File: src/rtl/pinsvc_pkg.sv
package pinsvc_pkg;

    localparam int DMODE_W = 3;

    typedef enum logic [0:0] {
        SVC_IDLE  = 1'b0,
        SVC_OFFER = 1'b1
    } svc_state_e;

    typedef enum logic [0:0] {
        DLY_IDLE  = 1'b0,
        DLY_COUNT = 1'b1
    } dly_state_e;

endpackage

File: src/rtl/pinsvc_pin.sv
module pinsvc_pin #(
    parameter int VEC_W       = 8,
    parameter int STORM_LIMIT = 10000
) (
    input  logic             clk,
    input  logic             rst_n,
    input  logic             line,
    input  logic             is_level,
    input  logic             masked,
    input  logic [VEC_W-1:0] vector,
    input  logic             eoi_valid,
    input  logic [VEC_W-1:0] eoi_vector,
    input  logic             eoi_level,
    input  logic             eoi_directed,
    input  logic             rewrite,
    input  logic             defer_fire,
    input  logic             grant,
    input  logic             accept_set,
    output logic             irr,
    output logic             rirr,
    output logic             pend,
    output logic             storm
);

    localparam int CNT_W = $clog2(STORM_LIMIT + 1);
    localparam logic [CNT_W-1:0] LAST = CNT_W'(STORM_LIMIT - 1);

    logic             irr_q;
    logic             rirr_q;
    logic             pend_q;
    logic [CNT_W-1:0] eoi_cnt_q;

    logic rise, fall, eoi_hit, live, redeliver, pend_set, pend_drop;

    always_comb begin
        rise      = line & ~irr_q;
        fall      = ~line & irr_q;
        eoi_hit   = eoi_valid && (vector == eoi_vector) && eoi_level && !eoi_directed;
        live      = !masked && irr_q;
        storm     = eoi_hit && live && (eoi_cnt_q == LAST);
        redeliver = eoi_hit && live && !storm;
        pend_set  = rise | redeliver
                  | (rewrite & is_level & irr_q)
                  | (defer_fire & is_level & irr_q & ~rirr_q);
        pend_drop = grant | (is_level & fall);
    end

    always_ff @(posedge clk or negedge rst_n) begin
        if (!rst_n) begin
            irr_q     <= 1'b0;
            rirr_q    <= 1'b0;
            pend_q    <= 1'b0;
            eoi_cnt_q <= '0;
        end else begin
            irr_q  <= line;
            pend_q <= pend_set | (pend_q & ~pend_drop);

            if (accept_set)
                rirr_q <= 1'b1;
            else if (eoi_hit)
                rirr_q <= 1'b0;
            else if (rewrite && !is_level)
                rirr_q <= 1'b0;

            if (eoi_hit) begin
                if (!live || storm)
                    eoi_cnt_q <= '0;
                else
                    eoi_cnt_q <= eoi_cnt_q + 1'b1;
            end
        end
    end

    assign irr  = irr_q;
    assign rirr = rirr_q;
    assign pend = pend_q;

endmodule

File: src/rtl/pinsvc_defer.sv
module pinsvc_defer
    import pinsvc_pkg::*;
#(
    parameter int DEFER_CYCLES = 100000
) (
    input  logic clk,
    input  logic rst_n,
    input  logic start,
    output logic fire
);

    localparam int TMR_W = $clog2(DEFER_CYCLES + 1);
    localparam logic [TMR_W-1:0] LOAD = TMR_W'(DEFER_CYCLES - 1);

    dly_state_e       st_q;
    logic [TMR_W-1:0] cnt_q;

    assign fire = (st_q == DLY_COUNT) && (cnt_q == '0);

    always_ff @(posedge clk or negedge rst_n) begin
        if (!rst_n) begin
            st_q  <= DLY_IDLE;
            cnt_q <= '0;
        end else begin
            unique case (st_q)
                DLY_IDLE: begin
                    if (start) begin
                        st_q  <= DLY_COUNT;
                        cnt_q <= LOAD;
                    end
                end
                DLY_COUNT: begin
                    if (cnt_q == '0) begin
                        if (start) begin
                            cnt_q <= LOAD;
                        end else begin
                            st_q <= DLY_IDLE;
                        end
                    end else begin
                        cnt_q <= cnt_q - 1'b1;
                    end
                end
                default: st_q <= DLY_IDLE;
            endcase
        end
    end

endmodule

File: src/rtl/pinsvc_pick.sv
module pinsvc_pick #(
    parameter int NUM_PINS = 24,
    parameter int PIN_W    = 5
) (
    input  logic [NUM_PINS-1:0] req,
    output logic [NUM_PINS-1:0] gnt,
    output logic [PIN_W-1:0]    idx,
    output logic                any
);

    always_comb begin
        idx = '0;
        any = |req;
        for (int i = NUM_PINS - 1; i >= 0; i--) begin
            if (req[i]) idx = PIN_W'(i);
        end
        gnt = '0;
        if (any) gnt[idx] = 1'b1;
    end

endmodule

File: src/rtl/pinsvc_engine.sv
module pinsvc_engine
    import pinsvc_pkg::*;
#(
    parameter int NUM_PINS     = 24,
    parameter int VEC_W        = 8,
    parameter int DEST_W       = 8,
    parameter int TGT_W        = 8,
    parameter int STORM_LIMIT  = 10000,
    parameter int DEFER_CYCLES = 100000,
    localparam int PIN_W       = (NUM_PINS > 1) ? $clog2(NUM_PINS) : 1
) (
    input  logic                         clk,
    input  logic                         rst_n,
    input  logic [NUM_PINS-1:0]          pin_line,
    input  logic [NUM_PINS-1:0]          cfg_mask,
    input  logic [NUM_PINS-1:0]          cfg_level,
    input  logic [NUM_PINS-1:0]          cfg_logical,
    input  logic [DMODE_W*NUM_PINS-1:0]  cfg_dmode,
    input  logic [VEC_W*NUM_PINS-1:0]    cfg_vector,
    input  logic [DEST_W*NUM_PINS-1:0]   cfg_dest,
    input  logic [NUM_PINS-1:0]          cfg_rewrite,
    input  logic                         eoi_valid,
    input  logic [VEC_W-1:0]             eoi_vector,
    input  logic                         eoi_level,
    input  logic                         eoi_directed,
    output logic                         dlv_valid,
    output logic [PIN_W-1:0]             dlv_pin,
    output logic [VEC_W-1:0]             dlv_vector,
    output logic [DEST_W-1:0]            dlv_dest,
    output logic [DMODE_W-1:0]           dlv_dmode,
    output logic                         dlv_logical,
    output logic                         dlv_level,
    input  logic                         dlv_accept,
    input  logic [TGT_W-1:0]             dlv_count,
    output logic [NUM_PINS-1:0]          irr,
    output logic [NUM_PINS-1:0]          rirr
);

    svc_state_e state_q, state_d;

    logic [NUM_PINS-1:0] pend, storm, grant, accept_set, pick_gnt;
    logic [PIN_W-1:0]    pick_idx;
    logic                pick_any, refuse, take, defer_fire;

    // per-pin request / remote-IRR / storm counter
    for (genvar g = 0; g < NUM_PINS; g++) begin : g_pin
        pinsvc_pin #(
            .VEC_W       (VEC_W),
            .STORM_LIMIT (STORM_LIMIT)
        ) u_pin (
            .clk          (clk),
            .rst_n        (rst_n),
            .line         (pin_line[g]),
            .is_level     (cfg_level[g]),
            .masked       (cfg_mask[g]),
            .vector       (cfg_vector[g*VEC_W +: VEC_W]),
            .eoi_valid    (eoi_valid),
            .eoi_vector   (eoi_vector),
            .eoi_level    (eoi_level),
            .eoi_directed (eoi_directed),
            .rewrite      (cfg_rewrite[g]),
            .defer_fire   (defer_fire),
            .grant        (grant[g]),
            .accept_set   (accept_set[g]),
            .irr          (irr[g]),
            .rirr         (rirr[g]),
            .pend         (pend[g]),
            .storm        (storm[g])
        );
    end

    pinsvc_defer #(
        .DEFER_CYCLES (DEFER_CYCLES)
    ) u_defer (
        .clk   (clk),
        .rst_n (rst_n),
        .start (|storm),
        .fire  (defer_fire)
    );

    pinsvc_pick #(
        .NUM_PINS (NUM_PINS),
        .PIN_W    (PIN_W)
    ) u_pick (
        .req (pend),
        .gnt (pick_gnt),
        .idx (pick_idx),
        .any (pick_any)
    );

    assign refuse = cfg_mask[pick_idx] | (cfg_level[pick_idx] & rirr[pick_idx]);

    // state register
    always_ff @(posedge clk or negedge rst_n) begin
        if (!rst_n) state_q <= SVC_IDLE;
        else        state_q <= state_d;
    end

    // next state and strobes
    always_comb begin
        state_d    = state_q;
        grant      = '0;
        take       = 1'b0;
        accept_set = '0;
        unique case (state_q)
            SVC_IDLE: begin
                if (pick_any) begin
                    grant = pick_gnt;
                    if (!refuse) begin
                        take    = 1'b1;
                        state_d = SVC_OFFER;
                    end
                end
            end
            SVC_OFFER: begin
                if (dlv_accept) begin
                    state_d = SVC_IDLE;
                    if (dlv_level && (dlv_count != '0))
                        accept_set[dlv_pin] = 1'b1;
                end
            end
            default: state_d = SVC_IDLE;
        endcase
    end

    // request field holding register
    always_ff @(posedge clk or negedge rst_n) begin
        if (!rst_n) begin
            dlv_pin     <= '0;
            dlv_vector  <= '0;
            dlv_dest    <= '0;
            dlv_dmode   <= '0;
            dlv_logical <= 1'b0;
            dlv_level   <= 1'b0;
        end else if (take) begin
            dlv_pin     <= pick_idx;
            dlv_vector  <= cfg_vector[int'(pick_idx)*VEC_W +: VEC_W];
            dlv_dest    <= cfg_dest[int'(pick_idx)*DEST_W +: DEST_W];
            dlv_dmode   <= cfg_dmode[int'(pick_idx)*DMODE_W +: DMODE_W];
            dlv_logical <= cfg_logical[pick_idx];
            dlv_level   <= cfg_level[pick_idx];
        end
    end

    assign dlv_valid = (state_q == SVC_OFFER);

endmodule

File: config.mk
export PLATFORM = sky130hd
export DESIGN_NAME = pinsvc_engine
export DESIGN_NICKNAME = d
export VERILOG_FILES = /design/src/rtl/pinsvc_pkg.sv /design/src/rtl/pinsvc_pin.sv /design/src/rtl/pinsvc_defer.sv /design/src/rtl/pinsvc_pick.sv /design/src/rtl/pinsvc_engine.sv
export SDC_FILE = /design/constraint.sdc
export NUM_CORES = 2
export LEC_CHECK = 0
export BUFFER_PORTS_ARGS = -buffer_cell sky130_fd_sc_hd__buf_2
export CAP_MARGIN = 5
export CORE_MARGIN = 10
export CORE_UTILIZATION = 45
export CTS_CLUSTER_SIZE = 20
export DETAILED_ROUTE_END_ITERATION = 8
export PLACE_DENSITY = 0.66
export SLEW_MARGIN = 20
export SYNTH_ARGS = -nofsm -noshare
export SYNTH_HDL_FRONTEND = slang
export SYNTH_HIERARCHICAL = 1
export SYNTH_SLANG_ARGS = --single-unit
File: constraint.sdc
create_clock -name clk -period 4.91 [get_ports clk]
set_input_delay 0.982 -clock clk [delete_from_list [all_inputs] [get_ports clk]]
set_output_delay 0.982 -clock clk [all_outputs]
set_load 0.05 [all_outputs]
# == Word level (Yosys, flattened, before mapping) ==
# Index checks and enable logic that the tools add are counted.
# word_totals
word_cells,1115
in_bits,598
output_inout_bits,75
reg_bits,453
# op_classes
n_lt_le_gt_ge,4
multipliers,1
mux,148
reduce_logical,345
shift,3
bitwise_logic,436
n_addsub,25
n_eq_ne,48
# op_table
cell,n
192-bit by 9-bit variable part select with 8-bit output,2
14-bit by 1-bit adder with 14-bit output (second input constant),24
14-bit equality test (second input constant),24
14-bit two-way mux,24
1-bit AND,217
1-bit logical AND,196
8-bit equality test,24
1-bit bitwise OR,121
24-bit two-way mux,5
5-bit two-way mux,24
1-bit NOT,98
1-bit logical NOT,97
1-bit two-way mux,84
3-bit nonzero test,24
72-bit by 8-bit variable part select with 3-bit output,1
24-bit OR reduction,2
17-bit two-way mux,2
17-bit one-hot mux with 2 select lines,1
1-bit logical OR,24
1-bit binary-select mux with 5-bit select,4
17-bit logical NOT,1
17-bit by 1-bit subtractor with 17-bit output (second input constant),1
5-bit by 6-bit < comparator with 1-bit output (second input constant),2
1-bit demux with 5-bit select,2
other kinds (4),6

# == Depth between registers and ports, before layout ==
# logic_depth
ltp_word,34
ltp_mapped,15
mapped_depth_nobuf,11

# == Modules after synthesis ==
# The synthesis kept the hierarchy.
# modules_own_cells
mod,area_per_inst_um2,n_inst,seq_area_each_um2,cells_per_inst
pinsvc_pin at g_pin[0].u_pin ...,1147.4,13,425.4,120
pinsvc_pin at g_pin[21].u_pin ...,1081.0,10,425.4,123
pinsvc_engine,5836.8,1,675.6,468
pinsvc_defer,1126.1,1,450.4,119
pinsvc_pin at g_pin[9].u_pin,1084.8,1,425.4,121
pinsvc_pick,608.1,1,0.0,85

# == Worst setup path after synthesis ==
# No wires, ideal clock.
# synth_timing
path_kind,reg-to-reg
from,reg g_pin[10].u_pin.pend_q
to,reg dlv_pin[2]
n_path_buf,2
t_required_ns,4.785
path_stages_with_launch,12
arrival_time_ns,3.290
setup_time_ns,0.125
period_less_slack_ns,3.415
setup_slack_ns,1.495
cell_sequence,dfrtp_1 > or4_4 > a311oi_4 > o31ai_4 > inv_2 > buf_6 > mux4_2 > a211oi_2 > o41ai_4 > a21oi_4 > buf_12 > mux2_4
# synth_via
elab_chain_cells,18
word_cells_on_any_way,23
classes_between,20 x mux; 2 x bitwise; 1 x reduce/logical
# synth_rtl
element,line,source
from (decl),pinsvc_pin.sv:30,logic pend_q;
from (signal assigned),pinsvc_pin.sv:56,pend_q <= pend_set | (pend_q & ~pend_drop);
5-bit two-way mux * (11 in a row),pinsvc_pick.sv:15,if (req[i]) idx = PIN_W'(i);
named net pick_idx[0],pinsvc_engine.sv:42,logic [PIN_W-1:0] pick_idx;
1-bit binary-select mux with 5-bit select,pinsvc_engine.sv:91,assign refuse = cfg_mask[pick_idx] | (cfg_level[pick_idx] & rirr[pick_idx]);
1-bit two-way mux (implied by the code),pinsvc_engine.sv:91,
1-bit AND,pinsvc_engine.sv:91,
1-bit bitwise OR *,pinsvc_engine.sv:91,
1-bit two-way mux *,pinsvc_engine.sv:109,if (!refuse) begin
1-bit two-way mux *,pinsvc_engine.sv:107,if (pick_any) begin
1-bit two-way mux *,pinsvc_engine.sv:105,unique case (state_q)
to (signal assigned),pinsvc_engine.sv:136,dlv_pin <= pick_idx;
to (decl),pinsvc_engine.sv:27,"output logic [PIN_W-1:0] dlv_pin,"
# The timed path passes the listed nets; every way through them passes the cells marked *. The select of a mux whose other input is x is not followed.
# A chain may end at the register's enable or synchronous reset.

# == Worst setup path in the final report ==
# layout_timing
from,reg g_pin[7].u_pin.pend_q
to,reg dlv_vector[2]
# layout_via
elab_chain_cells,15
word_cells_on_any_way,21
classes_between,1 x shift; 17 x mux; 2 x bitwise; 1 x reduce/logical
# layout_rtl
element,line,source
from (decl),pinsvc_pin.sv:30,
from (signal assigned),pinsvc_pin.sv:56,
5-bit two-way mux * (8 in a row),pinsvc_pick.sv:15,
named net pick_idx[1],pinsvc_engine.sv:42,
1-bit binary-select mux with 5-bit select,pinsvc_engine.sv:91,
1-bit two-way mux (implied by the code),pinsvc_engine.sv:91,
1-bit AND,pinsvc_engine.sv:91,
1-bit bitwise OR,pinsvc_engine.sv:91,
1-bit two-way mux,pinsvc_engine.sv:109,
1-bit two-way mux,pinsvc_engine.sv:107,
1-bit two-way mux,pinsvc_engine.sv:105,
to (signal assigned),pinsvc_engine.sv:137,dlv_vector <= cfg_vector[int'(pick_idx)*VEC_W +: VEC_W];
to (decl),pinsvc_engine.sv:28,"output logic [VEC_W-1:0] dlv_vector,"
# Marked as above.

==> key figures <==
Run status
  • Status: finished clean

Place
  • PortBufs: 672
  • Post-DP Area: 0.0385 mm²
  • GP Congestion: 0.982
  • Detailed placer's ending HPWL: ~110 mm

Cells and area
  • Share of post-route cells with drive strength above 1: 0.299
  • Fill cell total of the finished layout: between 7k and 8k
  • Final instance area: roughly 0.040 mm²
  • Nets: 4841
  • Most frequent cells in the layout: buf_2 (671), dfrtp_1 (453), nand2_1 (318)
  • Most common library cell in the layout ignoring fill and taps: buf_2
  • Area Growth Syn to Fin: 17.6%

Power and ir drop
  • Clock network power share: 0.361
  • Switching pwr: 4.11 mW
  • Maximum VDD drop: around 0.26 mV
  • Overall power: 12.1 mW
  • Sequential share of power: 0.340
  • P_int: 7.96 mW
  • Total power divided by cell area: between 200 and 300 mW/mm²
  • Pleak: 16.6 nW
  • Switching Share: 0.341
  • Share of total power in combinational logic: 0.299

Logic synthesis
  • Number of synthesized flops with an enable pin: 0
  • Post-Syn Instances: approximately 3.6k
  • Mapped cell area: 0.0344 mm²
  • Yosys reg bits: 453
  • Primary FF master, synth: dfrtp_1
  • Post-synth cell types: between 90 and 100
  • Syn Area/Cell: 9.60 µm²
  • Syn_nets: around 4.2k
  • FFs w/ async S/R, synth: 1.00
  • Sequential element share of the synthesized area: 0.330
  • Synth Warn #: 6

Floorplanning
  • FP Rows: between 100 and 150
  • DIE HEIGHT: 296 µm
  • Die area: 0.0879 mm²
  • Core Region: ~0.076 mm²
  • Initial Util: 0.453
  • IO Count: between 600 and 700
  • Die Width: 296 µm

Clock network
  • CTS root buf: clkbuf_16
  • H-Tree Depth: 2
  • Clock transition at path regs: around 60 ps
  • Post-CTS sizing: 0
  • Num CTS Buffers: 53
  • # hold bufs at CTS: 0
  • CTS tree: done
  • Post-CTS setup buffer count: 0
  • Worst-Skew Late Latency: 650 ps
  • Clk sink count: between 400 and 500
  • Clock Tree Buf Depth: 3

Global routing
  • Initial antenna violation count: 21
  • GR Util All Layers: 0.301
  • Largest net degree at the start of global routing: 93
  • First-pass GRT wire length: 202 mm
  • Total gr overflow: 0
  • Vias in the first global route: ~32k

Route
  • Starting DRT DRC Count: 3029
  • Pre-Repair DR Iteration Count: 6
  • Routed Antenna Nets: 0
  • Via count: 32.9k
  • DRC errors left: 0
  • Routed length per instance: around 26 µm
  • Vias per inst: 6.28
  • Routed WL: 136 mm

Worst setup path
  • Crit. End Element: flip-flop
  • Data arrival, critical path: 4720 ps
  • Worst EP required: ~5400 ps
  • Setup CP Type: reg2reg
  • Startpoint Class: flip-flop
  • Max FO, Critical Path: 46

Timing
  • Setup Skew: 34.3 ps
  • RSZ-0062 raised after global routing: no
  • Worst-Margin Slew: about 1100 ps
  • Fin crit share: 0.859
  • Final Setup Violations: 0
  • Fmax: about 240 MHz
  • Final Slew Violations: 0
  • Hold Vio Cnt, Final: 0
  • Setup TNS Final: 0 ps
  • Slew headroom: 0.258
  • WHS: ~310 ps
  • Period minus WS final: 4220 ps

Flow run
  • Max Cap Violations: 0

Hold path
  • Hold crit path type: in2async
==> cells by family (layout without fill, tap and decap cells) <==
group / after synthesis / in the layout / share of synthesized area
and+or+nand+nor: 1468 / 1468 / 0.256
AOI/OAI and AO/OA: 967 / 967 / 0.205
DFF: 453 / 453 / 0.330
buffers and inverters: 294 / 972 / 0.0480
xor gates and xnor gates: 192 / 192 / 0.0489
muxes: 183 / 183 / 0.102
adders and majority gates: 26 / 26 / 0.00946
other: 0 / 11 / 0
==> worst max-delay path, cell delays in order, from the launching register on <==
cell	delay (ps)
dfrtp_1	410
nor4_1	320
o31ai_1	140
a31oi_1	150
or2_1	560
inv_6	270
buf_12	270
a211oi_1	410
a31oi_1	140
nor3b_1	370
o41ai_4	140
a21oi_4	190
buf_12	230
mux2_2	370
==> power by group through the flow <==
stage	sequential [mW]	combinational (mW)	clock [mW]
6_report	4.10	3.62	4.36
5_1_grt	4.11	3.82	4.59
3_3_place_gp	4.16	3.61	0
4_1_cts	4.09	3.64	4.44
3_5_place_dp	4.16	3.63	0
2_1_floorplan	4.52	1.96	0
==> path summary, 6_finish.rpt <==
kind	depth (start not counted)	slack, ps	end	start
max in group asynchronous	2	3440	g_pin[15].u_pin/eoi_cnt_q[2]	rst_n
worst max register to register	13	690	dlv_vector[2]	g_pin[7].u_pin/pend
worst min-delay path	1	310	g_pin[18].u_pin/eoi_cnt_q[12]	rst_n
worst max-delay path	13	690	dlv_vector[2]	g_pin[7].u_pin/pend
min in group clk	1	460	g_pin[20].u_pin/irr	pin_line[20]
worst min register to register	1	470	g_pin[10].u_pin/eoi_cnt_q[13]	g_pin[10].u_pin/eoi_cnt_q[13]
==> metal layers <==
metal,GRT usage,vias up,routed length (µm)
li1,-,14900,-
met1,0.373,16100,52900
met2,0.494,1566,64400
met3,0.0607,340,11200
met4,0.154,8,7810
met5,0,-,50
==> stage by stage <==
stage	instances	utilization	worst slack, ps
final	5250	0.533	694
after global routing	5245	0.533	552
after CTS	5239	0.533	719
after detailed placement	5140	0.507	665
after global placement	5140	0.507	678
after floorplan	3583	-	1490
==> cell usage after synthesis, types with 26 or more instances <==
| cell type | count | area, µm² |
|---|---|---|
| ha_1 | 26 | 325 |
| a31oi_1 | 82 | 513 |
| nand2_2 | 28 | 175 |
| nor2_1 | 219 | 822 |
| nand3_1 | 169 | 846 |
| mux2i_1 | 29 | 290 |
| buf_6 | 45 | 507 |
| nand4b_1 | 60 | 526 |
| nand2_1 | 318 | 1190 |
| buf_4 | 36 | 270 |
| dfrtp_1 | 453 | 11300 |
| inv_1 | 116 | 435 |
| a21oi_1 | 64 | 320 |
| xor2_1 | 83 | 727 |
| o21ai_2 | 39 | 342 |
| clkbuf_1 | 31 | 116 |
| nor3_1 | 63 | 315 |
| o31ai_2 | 39 | 488 |
| o21ai_0 | 83 | 415 |
| or4_4 | 28 | 315 |
| and3_1 | 54 | 338 |
| o31ai_1 | 130 | 976 |
| mux4_2 | 122 | 2750 |
| or3_1 | 29 | 181 |
| inv_2 | 26 | 97.6 |
| buf_2 | 34 | 170 |
| nor4_1 | 75 | 469 |
| a22o_1 | 39 | 342 |
| nand2b_1 | 99 | 619 |
| o21ai_1 | 289 | 1450 |
| xnor2_1 | 109 | 955 |
| nor4b_1 | 26 | 228 |
| nor2b_1 | 102 | 638 |
==> sequential cells by signal, summed over array words and instances (netlist names) <==
name,cells
dlv_valid,1
g_pin.u_pin/rirr,24
g_pin.u_pin/irr,24
dlv_level,1
dlv_dest,8
g_pin.u_pin/eoi_cnt_q,336
dlv_vector,8
u_defer/cnt_q,17
u_defer/st_q,1
dlv_dmode,3
dlv_logical,1
g_pin.u_pin/pend,24
dlv_pin,5
==> layout make-up <==
type                            count  area [µm²]  area share
Multi-Input combinational cell   2836       21400       0.530
Sequential cell                   453       11300       0.280
Timing Repair Buffer              731        3920      0.0969
Clock buffer                       71        1540      0.0382
Tap cell                          978        1220      0.0303
Inverter                          142         546      0.0135
Clock inverter                     28         393     0.00972
Antenna cell                       11        27.5    0.000681
No activity file was read; power rests on OpenSTA's default activity.
